$ cat config.mk
export PLATFORM = sky130hd
export DESIGN_NAME = tx_conflict_unit
export DESIGN_NICKNAME = d
export VERILOG_FILES = /design/src/rtl/tx_pkg.sv /design/src/rtl/tx_addr_set.sv /design/src/rtl/tx_conflict_detect.sv /design/src/rtl/tx_cpu_ctrl.sv /design/src/rtl/tx_conflict_unit.sv
export SDC_FILE = /design/constraint.sdc
export NUM_CORES = 2
export LEC_CHECK = 0
export BUFFER_PORTS_ARGS = -buffer_cell sky130_fd_sc_hd__buf_4
export CAP_MARGIN = 0
export CORE_ASPECT_RATIO = 0.7
export CORE_UTILIZATION = 42
export DETAILED_ROUTE_END_ITERATION = 8
export PLACE_DENSITY_LB_ADDON = 0.08
export SLEW_MARGIN = 20
export SYNTH_ARGS = -nofsm -noshare
export SYNTH_HDL_FRONTEND = slang
export SYNTH_SLANG_ARGS = --single-unit
export TNS_END_PERCENT = 30
$ cat constraint.sdc
create_clock -name clk -period 9.3 [get_ports clk]
set_input_delay 0.465 -clock clk [delete_from_list [all_inputs] [get_ports clk]]
set_output_delay 0.465 -clock clk [all_outputs]
set_load 0.03 [all_outputs]
$ cat src/rtl/tx_pkg.sv
// Shared types for the transactional conflict detector.
package tx_pkg;
    // Restart reason returned as the start status.
    typedef enum logic [1:0] {
        ST_OK        = 2'd0,
        ST_CONFLICT  = 2'd1,
        ST_NEED_EXCL = 2'd2,
        ST_OVERFLOW  = 2'd3
    } tx_status_e;
endpackage

$ cat src/rtl/tx_addr_set.sv
// Small associative address set: DEPTH entries of valid bit plus tag.
// Compares NPROBE addresses in parallel against the stored tags.
// Assumes the caller asserts ins only for an address that is absent and
// only when a free slot exists; clr has priority over ins.
module tx_addr_set #(
    parameter int AW     = 16,
    parameter int DEPTH  = 8,
    parameter int NPROBE = 4
) (
    input  logic                 clk,
    input  logic                 rst_n,
    input  logic                 clr,
    input  logic                 ins,
    input  logic [AW-1:0]        ins_addr,
    input  logic [NPROBE*AW-1:0] probe_addr,
    output logic [NPROBE-1:0]    probe_hit,
    output logic                 full
);
    localparam int SLW = (DEPTH > 1) ? $clog2(DEPTH) : 1;

    logic [DEPTH-1:0] vld;
    logic [AW-1:0]    tag [DEPTH];
    logic [SLW-1:0]   free_idx;
    logic             has_free;

    // Pick the lowest free slot.
    always_comb begin
        free_idx = '0;
        has_free = 1'b0;
        for (int d = DEPTH - 1; d >= 0; d--) begin
            if (!vld[d]) begin
                free_idx = SLW'(d);
                has_free = 1'b1;
            end
        end
    end

    // Valid bits: cleared on reset or clear, set on insert.
    always_ff @(posedge clk) begin
        if (!rst_n)                 vld <= '0;
        else if (clr)               vld <= '0;
        else if (ins && has_free)   vld[free_idx] <= 1'b1;
    end

    // Tag storage: written on insert, meaningful only where valid.
    always_ff @(posedge clk) begin
        if (ins && has_free && !clr) tag[free_idx] <= ins_addr;
    end

    assign full = &vld;

    // One comparator bank per probe address.
    for (genvar p = 0; p < NPROBE; p++) begin : g_probe
        always_comb begin
            probe_hit[p] = 1'b0;
            for (int d = 0; d < DEPTH; d++) begin
                if (vld[d] && (tag[d] == probe_addr[p*AW +: AW])) probe_hit[p] = 1'b1;
            end
        end
    end
endmodule

$ cat src/rtl/tx_conflict_detect.sv
// Combinational conflict finder. For every accessing processor it checks
// the other live transactions' sets and the same-cycle accesses of
// lower-numbered processors, and names the lowest conflicting peer.
// Assumes hit vectors are indexed [owner*NCPU + prober].
module tx_conflict_detect #(
    parameter int NCPU = 4,
    parameter int AW   = 16,
    parameter int IDW  = 2
) (
    input  logic [NCPU-1:0]      req_ok,
    input  logic [NCPU-1:0]      acc_write,
    input  logic [NCPU*AW-1:0]   acc_addr,
    input  logic [NCPU-1:0]      active,
    input  logic [NCPU*NCPU-1:0] rhit,
    input  logic [NCPU*NCPU-1:0] whit,
    input  logic [NCPU-1:0]      ovf,
    output logic [NCPU-1:0]      conf_valid,
    output logic [NCPU*IDW-1:0]  conf_peer
);
    // One search per accessing processor.
    for (genvar i = 0; i < NCPU; i++) begin : g_req
        logic           found;
        logic [IDW-1:0] peer;
        logic           stored_hit;
        logic           same_hit;

        // Scan peers from lowest index; first match is reported.
        always_comb begin
            found      = 1'b0;
            peer       = '0;
            stored_hit = 1'b0;
            same_hit   = 1'b0;
            for (int j = 0; j < NCPU; j++) begin
                if (j != i && active[j]) begin
                    stored_hit = acc_write[i] ? (rhit[j*NCPU+i] | whit[j*NCPU+i])
                                              : whit[j*NCPU+i];
                    same_hit   = (j < i) && req_ok[j]
                               && (acc_addr[j*AW +: AW] == acc_addr[i*AW +: AW])
                               && (acc_write[i] || acc_write[j]);
                    if (!found && (stored_hit || same_hit)) begin
                        found = 1'b1;
                        peer  = IDW'(j);
                    end
                end
            end
        end

        assign conf_valid[i]           = found & req_ok[i] & ~ovf[i];
        assign conf_peer[i*IDW +: IDW] = peer;
    end
endmodule

$ cat src/rtl/tx_cpu_ctrl.sv
// Per-processor transaction state: live flag, identifier, start status,
// pending restart reason and the registered commit/abort pulses.
// Assumes kill_i is only asserted while the transaction is live.
module tx_cpu_ctrl
    import tx_pkg::*;
#(
    parameter int TXID_W = 8
) (
    input  logic              clk,
    input  logic              rst_n,
    input  logic              begin_i,
    input  logic              end_i,
    input  logic              kill_i,
    input  tx_status_e        kill_reason_i,
    input  logic [TXID_W-1:0] new_txid_i,
    output logic              active_o,
    output logic              begin_ok_o,
    output logic [TXID_W-1:0] txid_o,
    output tx_status_e        status_o,
    output logic              commit_o,
    output logic              abort_o
);
    tx_status_e pending;

    assign begin_ok_o = begin_i & ~active_o;

    // Transaction lifecycle: start, rollback or commit.
    always_ff @(posedge clk) begin
        if (!rst_n) begin
            active_o <= 1'b0;
            txid_o   <= '0;
            status_o <= ST_OK;
            pending  <= ST_OK;
            commit_o <= 1'b0;
            abort_o  <= 1'b0;
        end else begin
            commit_o <= 1'b0;
            abort_o  <= 1'b0;
            if (!active_o) begin
                if (begin_i) begin
                    active_o <= 1'b1;
                    txid_o   <= new_txid_i;
                    status_o <= pending;
                    pending  <= ST_OK;
                end
            end else if (kill_i) begin
                active_o <= 1'b0;
                txid_o   <= '0;
                abort_o  <= 1'b1;
                pending  <= kill_reason_i;
            end else if (end_i) begin
                active_o <= 1'b0;
                txid_o   <= '0;
                commit_o <= 1'b1;
            end
        end
    end
endmodule

$ cat src/rtl/tx_conflict_unit.sv
// Top of the transactional conflict detector. Holds a read set and a
// write set per processor, detects overlaps at access time, asks the
// external arbiter for the survivor and rolls back the loser.
// Assumes the arbiter answers combinationally in the access cycle.
module tx_conflict_unit
    import tx_pkg::*;
#(
    parameter int NCPU   = 4,
    parameter int AW     = 16,
    parameter int DEPTH  = 8,
    parameter int TXID_W = 8,
    parameter int IDW    = (NCPU > 1) ? $clog2(NCPU) : 1
) (
    input  logic                    clk,
    input  logic                    rst_n,
    input  logic [NCPU-1:0]         tx_begin_i,
    input  logic [NCPU-1:0]         tx_end_i,
    input  logic [NCPU-1:0]         io_try_i,
    input  logic [NCPU-1:0]         acc_valid_i,
    input  logic [NCPU-1:0]         acc_write_i,
    input  logic [NCPU*AW-1:0]      acc_addr_i,
    input  logic [NCPU-1:0]         arb_req_wins_i,
    output logic [NCPU-1:0]         conf_valid_o,
    output logic [NCPU*IDW-1:0]     conf_peer_o,
    output logic [NCPU*2-1:0]       begin_status_o,
    output logic [NCPU*TXID_W-1:0]  txid_o,
    output logic [NCPU-1:0]         commit_o,
    output logic [NCPU-1:0]         abort_o
);
    localparam int SEQW = TXID_W - IDW;

    logic [NCPU-1:0]      active, begin_ok, req_ok, ovf, kill;
    logic [NCPU-1:0]      lost_hold, lost_req, clr, ins_r, ins_w;
    logic [NCPU-1:0]      rfull, wfull, own_r, own_w;
    logic [NCPU*NCPU-1:0] rhit, whit;
    logic [SEQW-1:0]      seq;

    // Identifier sequence: nonzero, advances on any accepted start.
    always_ff @(posedge clk) begin
        if (!rst_n)              seq <= SEQW'(1);
        else if (|begin_ok)      seq <= (&seq) ? SEQW'(1) : seq + SEQW'(1);
    end

    tx_conflict_detect #(.NCPU(NCPU), .AW(AW), .IDW(IDW)) detect_i (
        .req_ok     (req_ok),
        .acc_write  (acc_write_i),
        .acc_addr   (acc_addr_i),
        .active     (active),
        .rhit       (rhit),
        .whit       (whit),
        .ovf        (ovf),
        .conf_valid (conf_valid_o),
        .conf_peer  (conf_peer_o)
    );

    for (genvar i = 0; i < NCPU; i++) begin : g_cpu
        tx_status_e status;
        tx_status_e reason;

        // Only a live transaction without an I/O attempt makes an access.
        assign req_ok[i] = acc_valid_i[i] & active[i] & ~io_try_i[i];

        tx_addr_set #(.AW(AW), .DEPTH(DEPTH), .NPROBE(NCPU)) rset_i (
            .clk        (clk),
            .rst_n      (rst_n),
            .clr        (clr[i]),
            .ins        (ins_r[i]),
            .ins_addr   (acc_addr_i[i*AW +: AW]),
            .probe_addr (acc_addr_i),
            .probe_hit  (rhit[i*NCPU +: NCPU]),
            .full       (rfull[i])
        );

        tx_addr_set #(.AW(AW), .DEPTH(DEPTH), .NPROBE(NCPU)) wset_i (
            .clk        (clk),
            .rst_n      (rst_n),
            .clr        (clr[i]),
            .ins        (ins_w[i]),
            .ins_addr   (acc_addr_i[i*AW +: AW]),
            .probe_addr (acc_addr_i),
            .probe_hit  (whit[i*NCPU +: NCPU]),
            .full       (wfull[i])
        );

        assign own_r[i] = rhit[i*NCPU + i];
        assign own_w[i] = whit[i*NCPU + i];

        // Overflow: new distinct address for a full target set.
        assign ovf[i] = req_ok[i] & (acc_write_i[i] ? (wfull[i] & ~own_w[i])
                                                    : (rfull[i] & ~own_r[i]));

        // Holder side loses when an accessor naming it wins arbitration.
        always_comb begin
            lost_hold[i] = 1'b0;
            for (int k = 0; k < NCPU; k++) begin
                if (conf_valid_o[k] && arb_req_wins_i[k]
                    && (conf_peer_o[k*IDW +: IDW] == IDW'(i)))
                    lost_hold[i] = 1'b1;
            end
        end

        assign lost_req[i] = conf_valid_o[i] & ~arb_req_wins_i[i];
        assign kill[i]     = active[i] & (io_try_i[i] | ovf[i] | lost_req[i] | lost_hold[i]);

        // Reason priority: I/O, then overflow, then conflict.
        always_comb begin
            if (io_try_i[i])  reason = ST_NEED_EXCL;
            else if (ovf[i])  reason = ST_OVERFLOW;
            else              reason = ST_CONFLICT;
        end

        assign clr[i]   = kill[i] | (active[i] & tx_end_i[i]);
        assign ins_r[i] = req_ok[i] & ~acc_write_i[i] & ~kill[i] & ~own_r[i];
        assign ins_w[i] = req_ok[i] &  acc_write_i[i] & ~kill[i] & ~own_w[i];

        tx_cpu_ctrl #(.TXID_W(TXID_W)) ctrl_i (
            .clk           (clk),
            .rst_n         (rst_n),
            .begin_i       (tx_begin_i[i]),
            .end_i         (tx_end_i[i]),
            .kill_i        (kill[i]),
            .kill_reason_i (reason),
            .new_txid_i    ({seq, IDW'(i)}),
            .active_o      (active[i]),
            .begin_ok_o    (begin_ok[i]),
            .txid_o        (txid_o[i*TXID_W +: TXID_W]),
            .status_o      (status),
            .commit_o      (commit_o[i]),
            .abort_o       (abort_o[i])
        );

        assign begin_status_o[i*2 +: 2] = status;
    end
endmodule

==> results.sh <==
export IMPL_core_um2=208000
export IMPL_worstPathArrival_ns=6.64
export IMPL_synth_compound_area_share_pct=2.56
export IMPL_cp_max_fo=55
export IMPL_hold_buffers=1
export IMPL_synthCells=8293
export IMPL_fmax_ghz=0.162
export IMPL_die_w_um=549
export IMPL_dr_wl_met3_um=49200
export IMPL_synth_warnings=0
export IMPL_worstSetupPathType="input port to register"
export IMPL_grt_use_total_pct=38.0
export IMPL_clk_path_buf_depth=4
export IMPL_synth_cell_types=85
export IMPL_synthMuxAreaShare_pct=0.0569
export IMPL_p_seq_share_pct=42.1
export IMPL_fin_util_pct=45.9
export IMPL_synth_area_um2=88000
export IMPL_synthArstFlopShare_pct=0
export IMPL_ys_ff_latch=1149
export IMPL_insertion_delay_ns=0.84
export IMPL_regArea_um2=33300
export IMPL_nNetsFinal=8282
export IMPL_totalWireLength_um=413000
export IMPL_cts_buffers=142
export IMPL_synth_xor_xnor_area_share_pct=41.8
export IMPL_dieArea_um2=211000
export IMPL_pwr_share_comb_pct=16.2
export IMPL_postCtsSetupBuffers=0
export IMPL_place_area_um2=91000
export IMPL_place_inst=10800
export IMPL_start_kind="input port"
export IMPL_syn_mean_instance_area_um2=10.6
export IMPL_synth_simple_area_share_pct=12.7
export IMPL_hold_path_class="input port to register"
export IMPL_rsz0062_at_grt="no"
export IMPL_path_buf_inv=4
export IMPL_fp_row_count=140
export IMPL_crit_family="simple AND/OR/NAND/NOR gates"
export IMPL_fill_cells=19400
export IMPL_ir_drop_uv=170
export IMPL_seq_area_frac_synth_pct=37.8
export IMPL_final_cell_area_um2=95500
export IMPL_layout_common_cells="xor2_1, xnor2_1, edfxtp_1"
export IMPL_vias_per_cell=6.39
export IMPL_cts_sinks=1149
export IMPL_htree_levels=4
export IMPL_grt_max_degree=56
export IMPL_synth_enable_flop_cells=1024
export IMPL_cts_clk_slew_worst_paths_ns=0.06
export IMPL_yosys_area_share_adder_pct=0.0142
export IMPL_drc=0
export IMPL_path_cells="clkbuf_8 > buf_4 > xor2_1 > nor3_1 > nand4_1 > o32ai_1 > o41ai_2 > a41oi_1 > nor3_1 > nor4b_2 > nor2_1 > buf_4 > nand2_1 > nor4_2 > buf_4"
export IMPL_grt_pass1_vias=66400
export IMPL_crit_path_frequent_cell="buf_4"
export IMPL_die_y_um=385
export IMPL_wl_met2_um=168000
export IMPL_final_period_utilization_pct=66.3
export IMPL_firstDrtPassIters=8
export IMPL_wl_per_cell_um=37.3
export IMPL_clockPowerShare_pct=41.8
export IMPL_synth_top_family_by_area="XOR/XNOR gates"
export IMPL_cts_tree="built"
export IMPL_fin_setup_tns_ns=0
export IMPL_antenna_found_initial=11
export IMPL_drive_gt1_share_pct=8.07
export IMPL_drv_slew=0
export IMPL_setup_viol=0
export IMPL_maxCapViolations=0
export IMPL_grt_pass1_wl_um=563000
export IMPL_root_buffer="clkbuf_16"
export IMPL_syn_to_final_growth_pct=8.60
export IMPL_status="complete, no violations"
export IMPL_p_int_w=0.00948
export IMPL_p_switching_w=0.00397
export IMPL_finalWorstPathRequiredPeriod_ns=6.16
export IMPL_layout_commonest_cell="xor2_1"
export IMPL_highest_layer="met5"
export IMPL_routabilityCongestion=0.977
export IMPL_multi_input_area_um2=50600
export IMPL_end_kind="register"
export IMPL_start_util_pct=42.3
export IMPL_io_buffers=145
export IMPL_drt_iter0_markers=10600
export IMPL_cpMaxStageDelayCell="buf_4"
export IMPL_crit_required_ns=9.78
export IMPL_tightest_slew_ns=1.32
export IMPL_skew_ns=0.0579
export IMPL_vias=70700
export IMPL_power_leakage_nw=31.4
export IMPL_antenna_left=0
export IMPL_r2r_slack_ns=3.35
export IMPL_met1_length_um=176000
export IMPL_max_slew_margin_pct=11.2
export IMPL_grt_overflow=0
export IMPL_synth_flop_cell="edfxtp_1"
export IMPL_cp_slowest_stage_delay_ns=0.79
export IMPL_netSwitchingFraction_pct=29.5
export IMPL_power_density_nw_per_um2=141
export IMPL_dpl_hpwl_um=251000
export IMPL_cts_resized=0
export IMPL_fin_cells=11100
export IMPL_ios=150
export IMPL_finalHoldViolations=0
## cell usage after synthesis (10+ instances only)
library cell / instances / area share [%]
a21oi_1: 49 / 0.28
edfxtp_1: 1024 / 35
o32ai_1: 22 / 0.22
dfxtp_1: 125 / 2.8
buf_4: 287 / 2.4
nor4_1: 691 / 4.9
clkbuf_1: 77 / 0.33
buf_1: 15 / 0.064
nor2_1: 104 / 0.44
inv_1: 27 / 0.12
buf_2: 144 / 0.82
a22oi_1: 21 / 0.18
o21a_1: 14 / 0.12
xor2_1: 2872 / 29
and3_1: 27 / 0.19
nor3_1: 237 / 1.3
o22ai_1: 52 / 0.37
o41ai_1: 13 / 0.13
a41oi_1: 15 / 0.15
nand2_1: 268 / 1.1
nand4_1: 426 / 3.0
o21ai_0: 14 / 0.080
nand2b_1: 10 / 0.071
a31oi_1: 34 / 0.24
buf_6: 102 / 1.3
nand3_1: 126 / 0.72
nor2b_1: 14 / 0.10
nor3b_1: 14 / 0.12
xnor2_1: 1325 / 13
## power by group through the flow
stage,combinational (W),sequential [W],clock (W)
final,0.00217,0.00566,0.00562
after global placement,0.00207,0.00577,0
after detailed placement,0.00208,0.00577,0
after floorplan,0.00130,0.00577,0
after global routing,0.00220,0.00566,0.00584
after CTS,0.00209,0.00566,0.00566
## flip-flops by register name, summed over array words and instances, names as in the netlist
signal / cells
g_cpu.ctrl_i.abort_o: 4
g_cpu.ctrl_i.active_o: 4
g_cpu.ctrl_i.commit_o: 4
g_cpu.ctrl_i.pending: 8
g_cpu.ctrl_i.status_o: 8
g_cpu.ctrl_i.txid_o: 27
g_cpu.rset_i.tag: 512
g_cpu.rset_i.vld: 32
g_cpu.wset_i.tag: 512
g_cpu.wset_i.vld: 32
seq: 6
## routing by layer
layer | global-route usage (%) | vias to the layer above
met5 | 0 | -
met2 | 54.3 | 5438
li1 | - | 28700
met3 | 8.39 | 1071
met4 | 15.2 | 4
met1 | 55.2 | 35600
## metrics by stage
stage                     total power (W)  setup WS, ns  hold slack (ns)
after detailed placement          0.00786          2.26            0.452
after floorplan                   0.00707          4.04            0.427
after global placement            0.00784          2.31            0.452
final                              0.0135          3.14           0.0320
after global routing               0.0137          3.18           0.0391
after CTS                          0.0134          3.12          0.00778
## cells by family (layout without fill, tap and decap cells)
group / count (synthesis) / after routing
xor+xnor: 4197 / 4197
simple gates: 1976 / 1976
flops: 1149 / 1149
buf+inv: 656 / 654
compound gates: 308 / 308
mux: 5 / 5
fa+ha+maj: 1 / 1
other cells: 1 / 14
## final cells by class
| type | count | share of cell area [%] |
|---|---|---|
| inverters | 28 | 0.110 |
| repair buffers | 379 | 3.83 |
| clock buffers | 179 | 4.05 |
| clock inverters | 68 | 0.638 |
| multi-input cells | 6491 | 52.9 |
| flip-flops and latches | 1149 | 34.8 |
| well taps | 2769 | 3.63 |
| diodes | 10 | 0.0262 |
## worst register-to-register path: cells and delay by family (launching register included)
| family | cells | cell delay, ns |
|---|---|---|
| AOI/OAI and AO/OA | 3 | 1.27 |
| DFF | 1 | 0.79 |
| and+or+nand+nor | 5 | 3.52 |
## final timing paths
| kind | start | endpoint | depth (start not counted) |
|---|---|---|---|
| setup / recovery | acc_addr_i[7] | g_cpu[0].rset_i.tag[7][8]$_DFFE_PP_ | 15 |
| hold reg to reg | g_cpu[1].ctrl_i.status_o[0]$_SDFFE_PN0P_ | g_cpu[1].ctrl_i.status_o[0]$_SDFFE_PN0P_ | 2 |
| setup reg to reg | g_cpu[3].ctrl_i.active_o$_SDFF_PN0_ | g_cpu[2].wset_i.tag[3][7]$_DFFE_PP_ | 8 |
| hold / removal | tx_begin_i[1] | g_cpu[1].ctrl_i.active_o$_SDFF_PN0_ | 3 |
Note: power is estimated with default switching activity, not from simulation.
